File: src/rtl/trap_pkg.sv
package trap_pkg;
  typedef enum logic [1:0] {
    PRIV_U = 2'b00,
    PRIV_S = 2'b01,
    PRIV_M = 2'b11
  } priv_e;

  typedef enum logic [1:0] {
    OP_NONE = 2'd0,
    OP_TRAP = 2'd1,
    OP_MRET = 2'd2,
    OP_SRET = 2'd3
  } op_e;

  typedef struct packed {
    logic  mie;
    logic  mpie;
    priv_e mpp;
    logic  sie;
    logic  spie;
    logic  spp;
  } stat_t;

  localparam int unsigned NLVL  = 2;
  localparam int unsigned LVL_M = 0;
  localparam int unsigned LVL_S = 1;
endpackage

File: src/rtl/trap_op_sel.sv
module trap_op_sel
  import trap_pkg::*;
(
  input  logic       trap_i,
  input  logic       mret_i,
  input  logic       sret_i,
  input  logic [1:0] tgt_i,
  output op_e        op_o,
  output logic       tgt_s_o
);
  always_comb begin
    if (trap_i)      op_o = OP_TRAP;
    else if (mret_i) op_o = OP_MRET;
    else if (sret_i) op_o = OP_SRET;
    else             op_o = OP_NONE;
  end

  // only S is honoured as a lower target; anything else lands in M
  assign tgt_s_o = (tgt_i == PRIV_S);
endmodule

File: src/rtl/trap_vec_calc.sv
module trap_vec_calc #(
  parameter int unsigned XLEN    = 32,
  parameter int unsigned CAUSE_W = 5
) (
  input  logic [XLEN-1:0]    tvec_i,
  input  logic               irq_i,
  input  logic [CAUSE_W-1:0] cause_i,
  output logic [XLEN-1:0]    pc_o,
  output logic               err_o
);
  localparam int unsigned PAD_W = XLEN - CAUSE_W - 2;

  logic [1:0]      mode;
  logic [XLEN-1:0] base;
  logic [XLEN-1:0] offs;

  assign mode = tvec_i[1:0];
  assign base = {tvec_i[XLEN-1:2], 2'b00};
  assign offs = {{PAD_W{1'b0}}, cause_i, 2'b00};

  always_comb begin
    err_o = 1'b0;
    pc_o  = base;
    unique case (mode)
      2'd0: pc_o = base;
      2'd1: pc_o = irq_i ? base + offs : base;
      default: err_o = 1'b1;
    endcase
  end
endmodule

File: src/rtl/xret_pc_mask.sv
module xret_pc_mask #(
  parameter int unsigned XLEN = 32
) (
  input  logic [XLEN-1:0] epc_i,
  input  logic            rvc_en_i,
  output logic [XLEN-1:0] pc_o
);
  logic [XLEN-1:0] mask;

  assign mask = rvc_en_i ? {{(XLEN-1){1'b1}}, 1'b0} : {{(XLEN-2){1'b1}}, 2'b00};
  assign pc_o = epc_i & mask;
endmodule

File: src/rtl/priv_status.sv
module priv_status
  import trap_pkg::*;
(
  input  logic  clk_i,
  input  logic  rst_ni,
  input  op_e   op_i,
  input  logic  tgt_s_i,
  output priv_e priv_o,
  output stat_t stat_o
);
  priv_e priv_q;
  stat_t stat_q;

  always_ff @(posedge clk_i or negedge rst_ni) begin
    if (!rst_ni) begin
      priv_q <= PRIV_M;
      stat_q <= '{mie: 1'b0, mpie: 1'b0, mpp: PRIV_U, sie: 1'b0, spie: 1'b0, spp: 1'b0};
    end else begin
      unique case (op_i)
        OP_TRAP: begin
          if (tgt_s_i) begin
            stat_q.spie <= stat_q.sie;
            stat_q.sie  <= 1'b0;
            stat_q.spp  <= (priv_q != PRIV_U);
            priv_q      <= PRIV_S;
          end else begin
            stat_q.mpie <= stat_q.mie;
            stat_q.mie  <= 1'b0;
            stat_q.mpp  <= priv_q;
            priv_q      <= PRIV_M;
          end
        end
        OP_MRET: begin
          stat_q.mie  <= stat_q.mpie;
          stat_q.mpie <= 1'b1;
          stat_q.mpp  <= PRIV_U;
          priv_q      <= stat_q.mpp;
        end
        OP_SRET: begin
          stat_q.sie  <= stat_q.spie;
          stat_q.spie <= 1'b1;
          stat_q.spp  <= 1'b0;
          priv_q      <= stat_q.spp ? PRIV_S : PRIV_U;
        end
        default: ;
      endcase
    end
  end

  assign priv_o = priv_q;
  assign stat_o = stat_q;
endmodule

File: src/rtl/trap_csr_bank.sv
module trap_csr_bank #(
  parameter int unsigned XLEN    = 32,
  parameter int unsigned CAUSE_W = 5
) (
  input  logic               clk_i,
  input  logic               rst_ni,
  input  logic               we_i,
  input  logic [XLEN-1:0]    pc_i,
  input  logic               irq_i,
  input  logic [CAUSE_W-1:0] cause_i,
  input  logic               info_vld_i,
  input  logic [XLEN-1:0]    info_i,
  output logic [XLEN-1:0]    epc_o,
  output logic [XLEN-1:0]    cause_o,
  output logic [XLEN-1:0]    tval_o
);
  localparam int unsigned MID_W = XLEN - 1 - CAUSE_W;

  logic [XLEN-1:0] epc_q, cause_q, tval_q;
  logic [XLEN-1:0] tval_d;

  // interrupts never carry a trap value
  assign tval_d = (info_vld_i && !irq_i) ? info_i : '0;

  always_ff @(posedge clk_i or negedge rst_ni) begin
    if (!rst_ni) begin
      epc_q   <= '0;
      cause_q <= '0;
      tval_q  <= '0;
    end else if (we_i) begin
      epc_q   <= pc_i;
      cause_q <= {irq_i, {MID_W{1'b0}}, cause_i};
      tval_q  <= tval_d;
    end
  end

  assign epc_o   = epc_q;
  assign cause_o = cause_q;
  assign tval_o  = tval_q;
endmodule

File: src/rtl/trap_ret_ctrl.sv
module trap_ret_ctrl
  import trap_pkg::*;
#(
  parameter int unsigned XLEN    = 32,
  parameter int unsigned CAUSE_W = 5
) (
  input  logic               clk_i,
  input  logic               rst_ni,
  input  logic               rvc_en_i,
  input  logic [XLEN-1:0]    mtvec_i,
  input  logic [XLEN-1:0]    stvec_i,
  input  logic               trap_vld_i,
  input  logic               trap_irq_i,
  input  logic [CAUSE_W-1:0] trap_cause_i,
  input  logic [XLEN-1:0]    trap_pc_i,
  input  logic               trap_info_vld_i,
  input  logic [XLEN-1:0]    trap_info_i,
  input  logic [1:0]         trap_tgt_i,
  input  logic               mret_i,
  input  logic               sret_i,
  output logic               next_pc_vld_o,
  output logic [XLEN-1:0]    next_pc_o,
  output logic               vec_err_o,
  output logic               resv_cancel_o,
  output logic [1:0]         priv_o,
  output logic               mie_o,
  output logic               mpie_o,
  output logic [1:0]         mpp_o,
  output logic               sie_o,
  output logic               spie_o,
  output logic               spp_o,
  output logic [XLEN-1:0]    mepc_o,
  output logic [XLEN-1:0]    mcause_o,
  output logic [XLEN-1:0]    mtval_o,
  output logic [XLEN-1:0]    sepc_o,
  output logic [XLEN-1:0]    scause_o,
  output logic [XLEN-1:0]    stval_o
);
  op_e             op;
  logic            tgt_s;
  priv_e           priv;
  stat_t           stat;
  logic [XLEN-1:0] tvec_sel, vec_pc, ret_epc, ret_pc;
  logic            vec_err;

  logic [NLVL-1:0] bank_we;
  logic [XLEN-1:0] epc_l   [NLVL];
  logic [XLEN-1:0] cause_l [NLVL];
  logic [XLEN-1:0] tval_l  [NLVL];

  trap_op_sel u_op (
    .trap_i  (trap_vld_i),
    .mret_i  (mret_i),
    .sret_i  (sret_i),
    .tgt_i   (trap_tgt_i),
    .op_o    (op),
    .tgt_s_o (tgt_s)
  );

  priv_status u_stat (
    .clk_i   (clk_i),
    .rst_ni  (rst_ni),
    .op_i    (op),
    .tgt_s_i (tgt_s),
    .priv_o  (priv),
    .stat_o  (stat)
  );

  assign tvec_sel = tgt_s ? stvec_i : mtvec_i;

  trap_vec_calc #(.XLEN(XLEN), .CAUSE_W(CAUSE_W)) u_vec (
    .tvec_i  (tvec_sel),
    .irq_i   (trap_irq_i),
    .cause_i (trap_cause_i),
    .pc_o    (vec_pc),
    .err_o   (vec_err)
  );

  for (genvar l = 0; l < NLVL; l++) begin : g_bank
    assign bank_we[l] = (op == OP_TRAP) && ((l == LVL_S) ? tgt_s : !tgt_s);

    trap_csr_bank #(.XLEN(XLEN), .CAUSE_W(CAUSE_W)) u_bank (
      .clk_i      (clk_i),
      .rst_ni     (rst_ni),
      .we_i       (bank_we[l]),
      .pc_i       (trap_pc_i),
      .irq_i      (trap_irq_i),
      .cause_i    (trap_cause_i),
      .info_vld_i (trap_info_vld_i),
      .info_i     (trap_info_i),
      .epc_o      (epc_l[l]),
      .cause_o    (cause_l[l]),
      .tval_o     (tval_l[l])
    );
  end

  assign ret_epc = (op == OP_SRET) ? epc_l[LVL_S] : epc_l[LVL_M];

  xret_pc_mask #(.XLEN(XLEN)) u_mask (
    .epc_i    (ret_epc),
    .rvc_en_i (rvc_en_i),
    .pc_o     (ret_pc)
  );

  always_comb begin
    unique case (op)
      OP_TRAP:          next_pc_o = vec_pc;
      OP_MRET, OP_SRET: next_pc_o = ret_pc;
      default:          next_pc_o = '0;
    endcase
  end

  assign next_pc_vld_o = (op != OP_NONE);
  assign vec_err_o     = (op == OP_TRAP) && vec_err;
  assign resv_cancel_o = (op == OP_MRET) || (op == OP_SRET);

  assign priv_o   = priv;
  assign mie_o    = stat.mie;
  assign mpie_o   = stat.mpie;
  assign mpp_o    = stat.mpp;
  assign sie_o    = stat.sie;
  assign spie_o   = stat.spie;
  assign spp_o    = stat.spp;
  assign mepc_o   = epc_l[LVL_M];
  assign mcause_o = cause_l[LVL_M];
  assign mtval_o  = tval_l[LVL_M];
  assign sepc_o   = epc_l[LVL_S];
  assign scause_o = cause_l[LVL_S];
  assign stval_o  = tval_l[LVL_S];
endmodule

File: config.mk
export PLATFORM = sky130hd
export DESIGN_NAME = trap_ret_ctrl
export DESIGN_NICKNAME = d
export VERILOG_FILES = /design/src/rtl/trap_pkg.sv /design/src/rtl/trap_op_sel.sv /design/src/rtl/trap_vec_calc.sv /design/src/rtl/xret_pc_mask.sv /design/src/rtl/priv_status.sv /design/src/rtl/trap_csr_bank.sv /design/src/rtl/trap_ret_ctrl.sv
export SDC_FILE = /design/constraint.sdc
export NUM_CORES = 1
export LEC_CHECK = 0
export BUFFER_PORTS_ARGS = -buffer_cell sky130_fd_sc_hd__buf_4
export CORE_AREA = 2 2 149 151
export CTS_BUF_LIST = sky130_fd_sc_hd__clkbuf_4 sky130_fd_sc_hd__clkbuf_8
export DETAILED_ROUTE_END_ITERATION = 8
export DIE_AREA = 0 0 151 153
export PLACE_DENSITY = 0.67
export SYNTH_ARGS = -nofsm -noshare
export SYNTH_HDL_FRONTEND = slang
export SYNTH_SLANG_ARGS = --single-unit
File: constraint.sdc
create_clock -name clk_i -period 4.82 [get_ports clk_i]
set_clock_uncertainty 0.1 [all_clocks]
set_input_delay 0.241 -clock clk_i [delete_from_list [all_inputs] [get_ports clk_i]]
set_output_delay 0.241 -clock clk_i [all_outputs]
set_load 0.02 [all_outputs]
==> metrics.md, run 1 <==
| Metric | Value |
|---|---|
| Tot GR Track Use | 23.2% |
| Rows | 54 |
| GRT overflow | 0 |
| Die footprint | approximately 0.023 sq mm |
| Synth top cells by count | nand2_1 (312), dfrtp_1 (147), o21ai_0 (73) |
| Yosys warning total | 0 |
| RSZ-0062 raised after global routing | no |
| Largest net degree at the start of global routing | 105 |
| Longest Clk Path Bufs | 2 |
| Power Density | around 310 mW/mm^2 |
| Vias in the first global route | 7677 |
| Yosys top cell area share | 45.1% |
| Routed WL | between 20 and 30 mm |
| Area growth, synth to finish | 42.7% |
| Top cell by count, worst path | buf_4 |
| Worst Hold Path EP | g_bank[0].u_bank.tval_o[15]$_DFFE_PN0P_ |
| Final min period | just under 4000 ps |
| H-tree depth | 4 |
| Post-synthesis cell type count | 58 |
| Layout Cells excl Fill | around 1.6k |
| CTS tree | yes |
| Max VDD drop | ~0.19 mV |
| Vias/cell | about 5 |
| Fin crit share | 81.0% |
| Crit-path cells | dlygate4sd3_1 -> buf_4 -> ha_1 -> fa_1 -> a211oi_1 -> o21bai_1 -> nand4_1 -> or4_1 -> or3_1 -> a31o_2 -> buf_4 |
| R2R Path Start | u_stat.priv_o[1]$_DFFE_PN1P_ |
| Pleak | just under 0.006 uW |
| Worst slew pin tran | roughly 1200 ps |
| TritonCTS Buffers | 17 |
| Worst setup SP type | primary input |
| Ys flop type | dfrtp_1 |
| Die Wd | 151 microns |
| Synth area leader | dfrtp_1 |
| Hold Crit Class | primary input to flop |
| Final setup violation count | 0 |
| Dominant cells by area after synthesis | dfrtp_1 (45%), nand2_1 (14%), mux2_2 (5.5%) |
| Routability Congestion | around 0.8 |
| Final hold violation count | 0 |
| Post-CTS Resized | 0 |
| Relative slew slack | between 20% and 30% |
| Io pins | roughly 380 |
| Via count | a little under 8k |
| Register area share after synthesis | a little under half |
| Fin Setup TNS | 0 ps |
| Maxcap violations | 0 |
| Initial antenna violation count | 1 |
| CTS clk-pin slew, worst paths | approximately 100 ps |
| Worst path max stage delay | approximately 690 ps |
| Status | completed |
| Most frequent cell after synthesis | nand2_1 |
| FMAX | between 0.2 and 0.3 GHz |
| Min-delay src | trap_info_i[15] |
| DRC | 0 |
| Worst hold stages | 3 |
| First-pass GRT wire length | about 42 mm |
| CP required | 4480 ps |
| Final Net Count | ~1.5k |
| Synthesized area | about 0.0082 sq mm |
| Placed cell count | roughly 1.5k |
| Crit-path slowest cell | or4_1 |
| FF-to-FF setup slack | 3680 ps |
| ANT nets after route | 0 |
| Worst r2r dst | u_stat.priv_o[1]$_DFFE_PN1P_ |
| Share of layout cells above drive strength 1 | 31.9% |
| Reg2Reg Depth | 3 |
| CTS Sinks | between 100 and 150 |
| Worst-path fanout max | 9 |
| Core area | roughly 0.021 sq mm |
| CP Data Arrival Time | about 3600 ps |
| WL/cell | 17.1 microns |
| Number of synthesized flops with an enable pin | 0 |
| #FFs+latches synth | between 100 and 150 |
| Post-synth ARST share | 100% |
| Initial core utilization | a little under two fifths |
| First-iteration detailed-routing DRC count | slightly below 300 |
| Endpoint class of the critical path | primary output |
| Avg Inst Size Synth | ~8.6 sq um |
| Final max-slew violation count | 0 |
| Pre-antenna DRT Iters | 4 |
| I/O Buffers | around 330 |
| Worst-skew pair later-pin latency | about 440 ps |
| Clock root cell | clkbuf_8 |
| Hpwl dp | 19.2 mm |
| Kind of critical path | primary input to primary output |
| Die Y | between 150 and 200 microns |
| Post-Syn Instances | between 900 and 1k |
==> routing by layer <==
layer	routed length (microns)	share of wire, %	global-route usage (%)
met5	0	0	0
met2	13300	49	39.7
met3	2510	9.2	8.18
met1	11100	40	27.8
met4	443	1.6	5.74
==> area by class of cell <==
type                       count  area [sq um]
timing repair buffer         399          3170
clock buffer                  19           255
multi-input combinational    732          3980
sequential                   149          3730
antenna                        1          2.50
fill                        1977          9850
tap                          280           350
inverter                       4          15.0
clock inverter                13           141
==> report_power, final <==
| group | internal, uW | switching (uW) |
|---|---|---|
| clock network | 444 | 549 |
| registers | 1390 | 105 |
| logic | 489 | 653 |
| total | 2330 | 1310 |
==> sequential cells by signal, summed over array words and instances, names as in the netlist <==
register / count
g_bank.u_bank.cause_o: 12
g_bank.u_bank.tval_o: 64
u_stat.priv_o: 2
g_bank.u_bank.epc_o: 64
u_stat.stat_o: 7
==> placed cells by master, fill, tap and decap left out, types with 4 or more instances in the layout <==
| master | count |
|---|---|
| nor2_1 | 46 |
| ha_1 | 5 |
| buf_4 | 331 |
| a211oi_1 | 14 |
| a21oi_1 | 33 |
| xor2_1 | 7 |
| nand3_1 | 11 |
| xnor2_1 | 9 |
| a31oi_1 | 7 |
| o31ai_1 | 5 |
| inv_6 | 4 |
| clkbuf_8 | 18 |
| dfrtp_1 | 147 |
| or4_1 | 5 |
| conb_1 | 53 |
| dlygate4sd3_1 | 67 |
| mux2_2 | 40 |
| nor3_1 | 7 |
| and3_1 | 9 |
| a31o_2 | 5 |
| o21ai_0 | 73 |
| nand2_1 | 310 |
| clkinv_4 | 6 |
| mux2i_1 | 38 |
| a31o_1 | 5 |
==> worst max path at each step <==
| stage | from | to | slack (ps) | cells after the start |
|---|---|---|---|---|
| after global routing | trap_cause_i[0] | next_pc_o[28] | 700 | 11 |
| final | trap_cause_i[0] | next_pc_o[26] | 910 | 11 |
| after CTS | trap_cause_i[0] | next_pc_o[26] | 910 | 11 |
| after detailed placement | trap_tgt_i[0] | next_pc_o[26] | 940 | 13 |
| after floorplan | trap_tgt_i[1] | next_pc_o[28] | 790 | 17 |
| after global placement | trap_tgt_i[0] | next_pc_o[26] | 1000 | 13 |
==> worst max-delay path: cells and delay by family <==
kind / cells / cell delay [ps]
AO/OA/AOI/OAI: 3 / 630
AND/OR/NAND/NOR: 3 / 1440
buffers and inverters: 3 / 810
adder cells (fa/ha/maj): 2 / 450
==> kinds of logic (layout without fill, tap and decap cells) <==
logic type      count (synthesis)  in the layout  synth area share [%]
compound gates                161            161                  11.7
xor+xnor                       16             16                  1.72
fa+ha+maj                       6              6                  1.01
buf+inv                       116            435                  8.19
flops                         149            149                  45.8
mux                            79             79                  10.5
other cells                     1             54                0.0460
simple gates                  417            417                  21.1
==> per-stage QoR <==
stage | hold slack, ps | utilization, % | total power (uW) | cell area (sq um) | setup WS (ps)
floorplan | -155 | - | 2120 | 8350 | 787
global placement | 325 | 49.2 | 2610 | 10600 | 1000
detailed placement | 317 | 49.2 | 2630 | 10600 | 939
CTS | 5.98 | 54.2 | 3670 | 11600 | 912
global route | 3.16 | 54.2 | 3830 | 11600 | 697
finish | 23.9 | 54.2 | 3630 | 11600 | 914
==> what timing repair did <==
action,4_1_cts,5_1_grt
hold buffers,67,0
setup buffers,0,0
hold endpoints to repair,226,0
Note: power is estimated with default switching activity, not from simulation.
==> inputs of run 2 (changes only) <==
--- a/config.mk
+++ b/config.mk
@@ -6,11 +6,11 @@
 export NUM_CORES = 1
 export LEC_CHECK = 0
 export BUFFER_PORTS_ARGS = -buffer_cell sky130_fd_sc_hd__buf_4
-export CORE_AREA = 2 2 149 151
+export CORE_AREA = 2 2 148 150
 export CTS_BUF_LIST = sky130_fd_sc_hd__clkbuf_4 sky130_fd_sc_hd__clkbuf_8
 export DETAILED_ROUTE_END_ITERATION = 8
-export DIE_AREA = 0 0 151 153
-export PLACE_DENSITY = 0.67
+export DIE_AREA = 0 0 150 152
+export PLACE_DENSITY = 0.71
 export SYNTH_ARGS = -nofsm -noshare
 export SYNTH_HDL_FRONTEND = slang
 export SYNTH_SLANG_ARGS = --single-unit
==> constraint.sdc (replaced) <==
create_clock -name clk_i -period 3.55 [get_ports clk_i]
set_clock_uncertainty 0.1 [all_clocks]
set_input_delay 0.1775 -clock clk_i [delete_from_list [all_inputs] [get_ports clk_i]]
set_output_delay 0.1775 -clock clk_i [all_outputs]
set_load 0.02 [all_outputs]
==> metrics.md, run 2 (synthesized netlist as in run 1, its figures left out) <==
| Metric | Value |
|---|---|
| RSZ-0062 raised after global routing | no |
| Final hold violation count | 0 (unchanged) |
| Largest net degree at the start of global routing | 105 (unchanged) |
| Kind of critical path | primary input to primary output |
| Min-delay src | trap_tgt_i[0] |
| DRC | 0 (unchanged) |
| Longest Clk Path Bufs | 2 (unchanged) |
| Final Net Count | 1464 (+0.83%) |
| H-tree depth | 4 (unchanged) |
| Worst hold stages | 4 (+1) |
| Initial antenna violation count | 1 (unchanged) |
| ANT nets after route | 0 (unchanged) |
| Reg2Reg Depth | 3 (unchanged) |
| Routability Congestion | 0.878 (+6.8%) |
| Tot GR Track Use | 23.9% (+0.70 points) |
| Worst setup SP type | primary input |
| Die Y | 152 microns (-0.65%) |
| Status | completed |
| Fin crit share | roughly 96% |
| Via count | 8065 (+3.0%) |
| Most common cell after layout, fill and taps aside | buf_4 |
| Final setup violation count | 0 (unchanged) |
| Footprint of the multi-input gates | 0.00404 sq mm (+1.5%) |
| Register Area | 0.00373 sq mm (unchanged) |
| CP Data Arrival Time | 3140 ps (-420 ps) |
| Worst r2r dst | u_stat.priv_o[1]$_DFFE_PN1P_ |
| Vias in the first global route | 7836 (+2.1%) |
| Worst slew pin tran | 1140 ps (-48.3 ps) |
| Vias/cell | 5.01 (+2.2%) |
| Worst-path fanout max | 6 (-3) |
| Endpoint class of the critical path | primary output |
| Commonest cells after routing, fill and taps aside | buf_4 (336), nand2_1 (310), dfrtp_1 (147) |
| Final worst slack | 132 ps (-782 ps) |
| CTS Sinks | 149 (unchanged) |
| Area growth, synth to finish | 44.8% |
| Initial core utilization | 38.2% (+0.24 points) |
| Fin Setup TNS | 0 ps (unchanged) |
| Maxcap violations | 0 (unchanged) |
| TritonCTS Buffers | 17 (unchanged) |
| I/O Buffers | 325 (unchanged) |
| Post-place setup slack | -17.9 ps (-957 ps) |
| Fill count | 1924 (-2.7%) |
| Routed WL | 28.1 mm (+3.1%) |
| FF-to-FF setup slack | 2400 ps (-1280 ps) |
| CTS clk-pin slew, worst paths | 90 ps (about the same) |
| Relative slew slack | 24.2% (+3.2 points) |
| Pre-antenna DRT Iters | 5 (+1) |
| Power Density | 418 mW/mm^2 (+34%) |
| Fin Hold WS | 44.0 ps (+20.1 ps) |
| Pleak | 0.00593 uW (+0.97%) |
| Share of layout cells above drive strength 1 | 32.8% (+0.92 points) |
| First-pass GRT wire length | 42.9 mm (+2.7%) |
| R2R Path Start | u_stat.priv_o[1]$_DFFE_PN1P_ |
| CP required | 3270 ps (-1210 ps) |
| WL/cell | 17.5 microns (+2.3%) |
| Overall power | 4930 uW (+36%) |
| Die Wd | 150 microns (-0.66%) |
| Worst Hold Path EP | u_stat.stat_o[5]$_DFFE_PN0P_ |
| CTS tree | yes |
| Clock root cell | clkbuf_8 |
| Final max-slew violation count | 0 (unchanged) |
| Max VDD drop | 0.256 mV (+34%) |
| Rows | 54 (unchanged) |
| Final min period | ~3400 ps |
| First-iteration detailed-routing DRC count | 363 (+25%) |
| Die footprint | 0.0228 sq mm (-1.3%) |
| Hold Crit Class | primary input to flop |
| FMAX | 0.293 GHz |
| Core area | 0.0214 sq mm (-0.63%) |
| Io pins | 379 (unchanged) |
| Hpwl dp | 19.9 mm (+3.4%) |
| Worst-skew pair later-pin latency | 440 ps (about the same) |
| GRT overflow | 0 (unchanged) |
[run 2: changes by cell type in the layout (fill, tap and decap cells not counted), moves of 2 or more]
cell | previous run | this run
buf_12 | 0 | 2
buf_4 | 331 | 336
clkinv_4 | 6 | 2
clkinvlp_4 | 1 | 3
dlygate4sd3_1 | 67 | 71
ha_1 | 5 | 1
ha_4 | 0 | 4
inv_8 | 0 | 2
[run 2: area by class of cell]
type,instances,share of cell area (%)
well taps,280,2.97
clock buffers,18,2.04
inverters,4,0.127
multi-input cells,732,34.2
clock inverters,14,1.20
flip-flops and latches,149,31.6
diodes,1,0.0212
repair buffers,411,27.9
[run 2: repair_timing]
action | CTS | global route
pin swaps | 0 | 3
resized for setup | 1 | 9
setup endpoints to repair | 3 | 3
hold buffers | 71 | 0
buffers inserted | 0 | 3
endpoints found under the hold margin | 231 | 0
[run 2: power breakdown]
group          switching (uW)  internal (uW)  total (uW)
Clock                     726            583        1310
Sequential                151           1890        2050
Combinational             895            684        1580
Total                    1770           3160        4930
[run 2: worst max-delay path: stages]
cell	delay [ps]
dlygate4sd3_1	530
buf_4	140
ha_4	150
fa_2	240
a211oi_1	120
o21bai_2	190
nand4_1	200
or4_4	640
or3_1	360
a31o_2	230
buf_4	150
[run 2: stage by stage]
step / std cells / util, % / cell area, sq um
detailed placement: 1502 / 49.8 / 10600
floorplan: 997 / - / 8360
global route: 1609 / 55.3 / 11800
global placement: 1502 / 49.8 / 10600
CTS: 1605 / 54.9 / 11700
finish: 1609 / 55.3 / 11800
[run 2: worst max path at each step]
stage | startpoint | end | slack [ps] | cells after the start
after floorplan | trap_tgt_i[1] | next_pc_o[28] | 20 | 17
after global placement | trap_tgt_i[1] | next_pc_o[26] | 60 | 13
after detailed placement | trap_tgt_i[1] | next_pc_o[26] | -20 | 13
after CTS | trap_cause_i[0] | next_pc_o[26] | 80 | 11
after global routing | trap_cause_i[0] | next_pc_o[28] | 9 | 11
final | trap_cause_i[0] | next_pc_o[26] | 130 | 11
[run 2: metal layers]
metal,up-vias,global-route usage (%),share of wire (%)
met1,3850,28.0,39
met4,0,7.10,2.0
met5,-,0,0
met3,38,7.66,9.2
li1,3822,-,-
met2,355,41.6,50
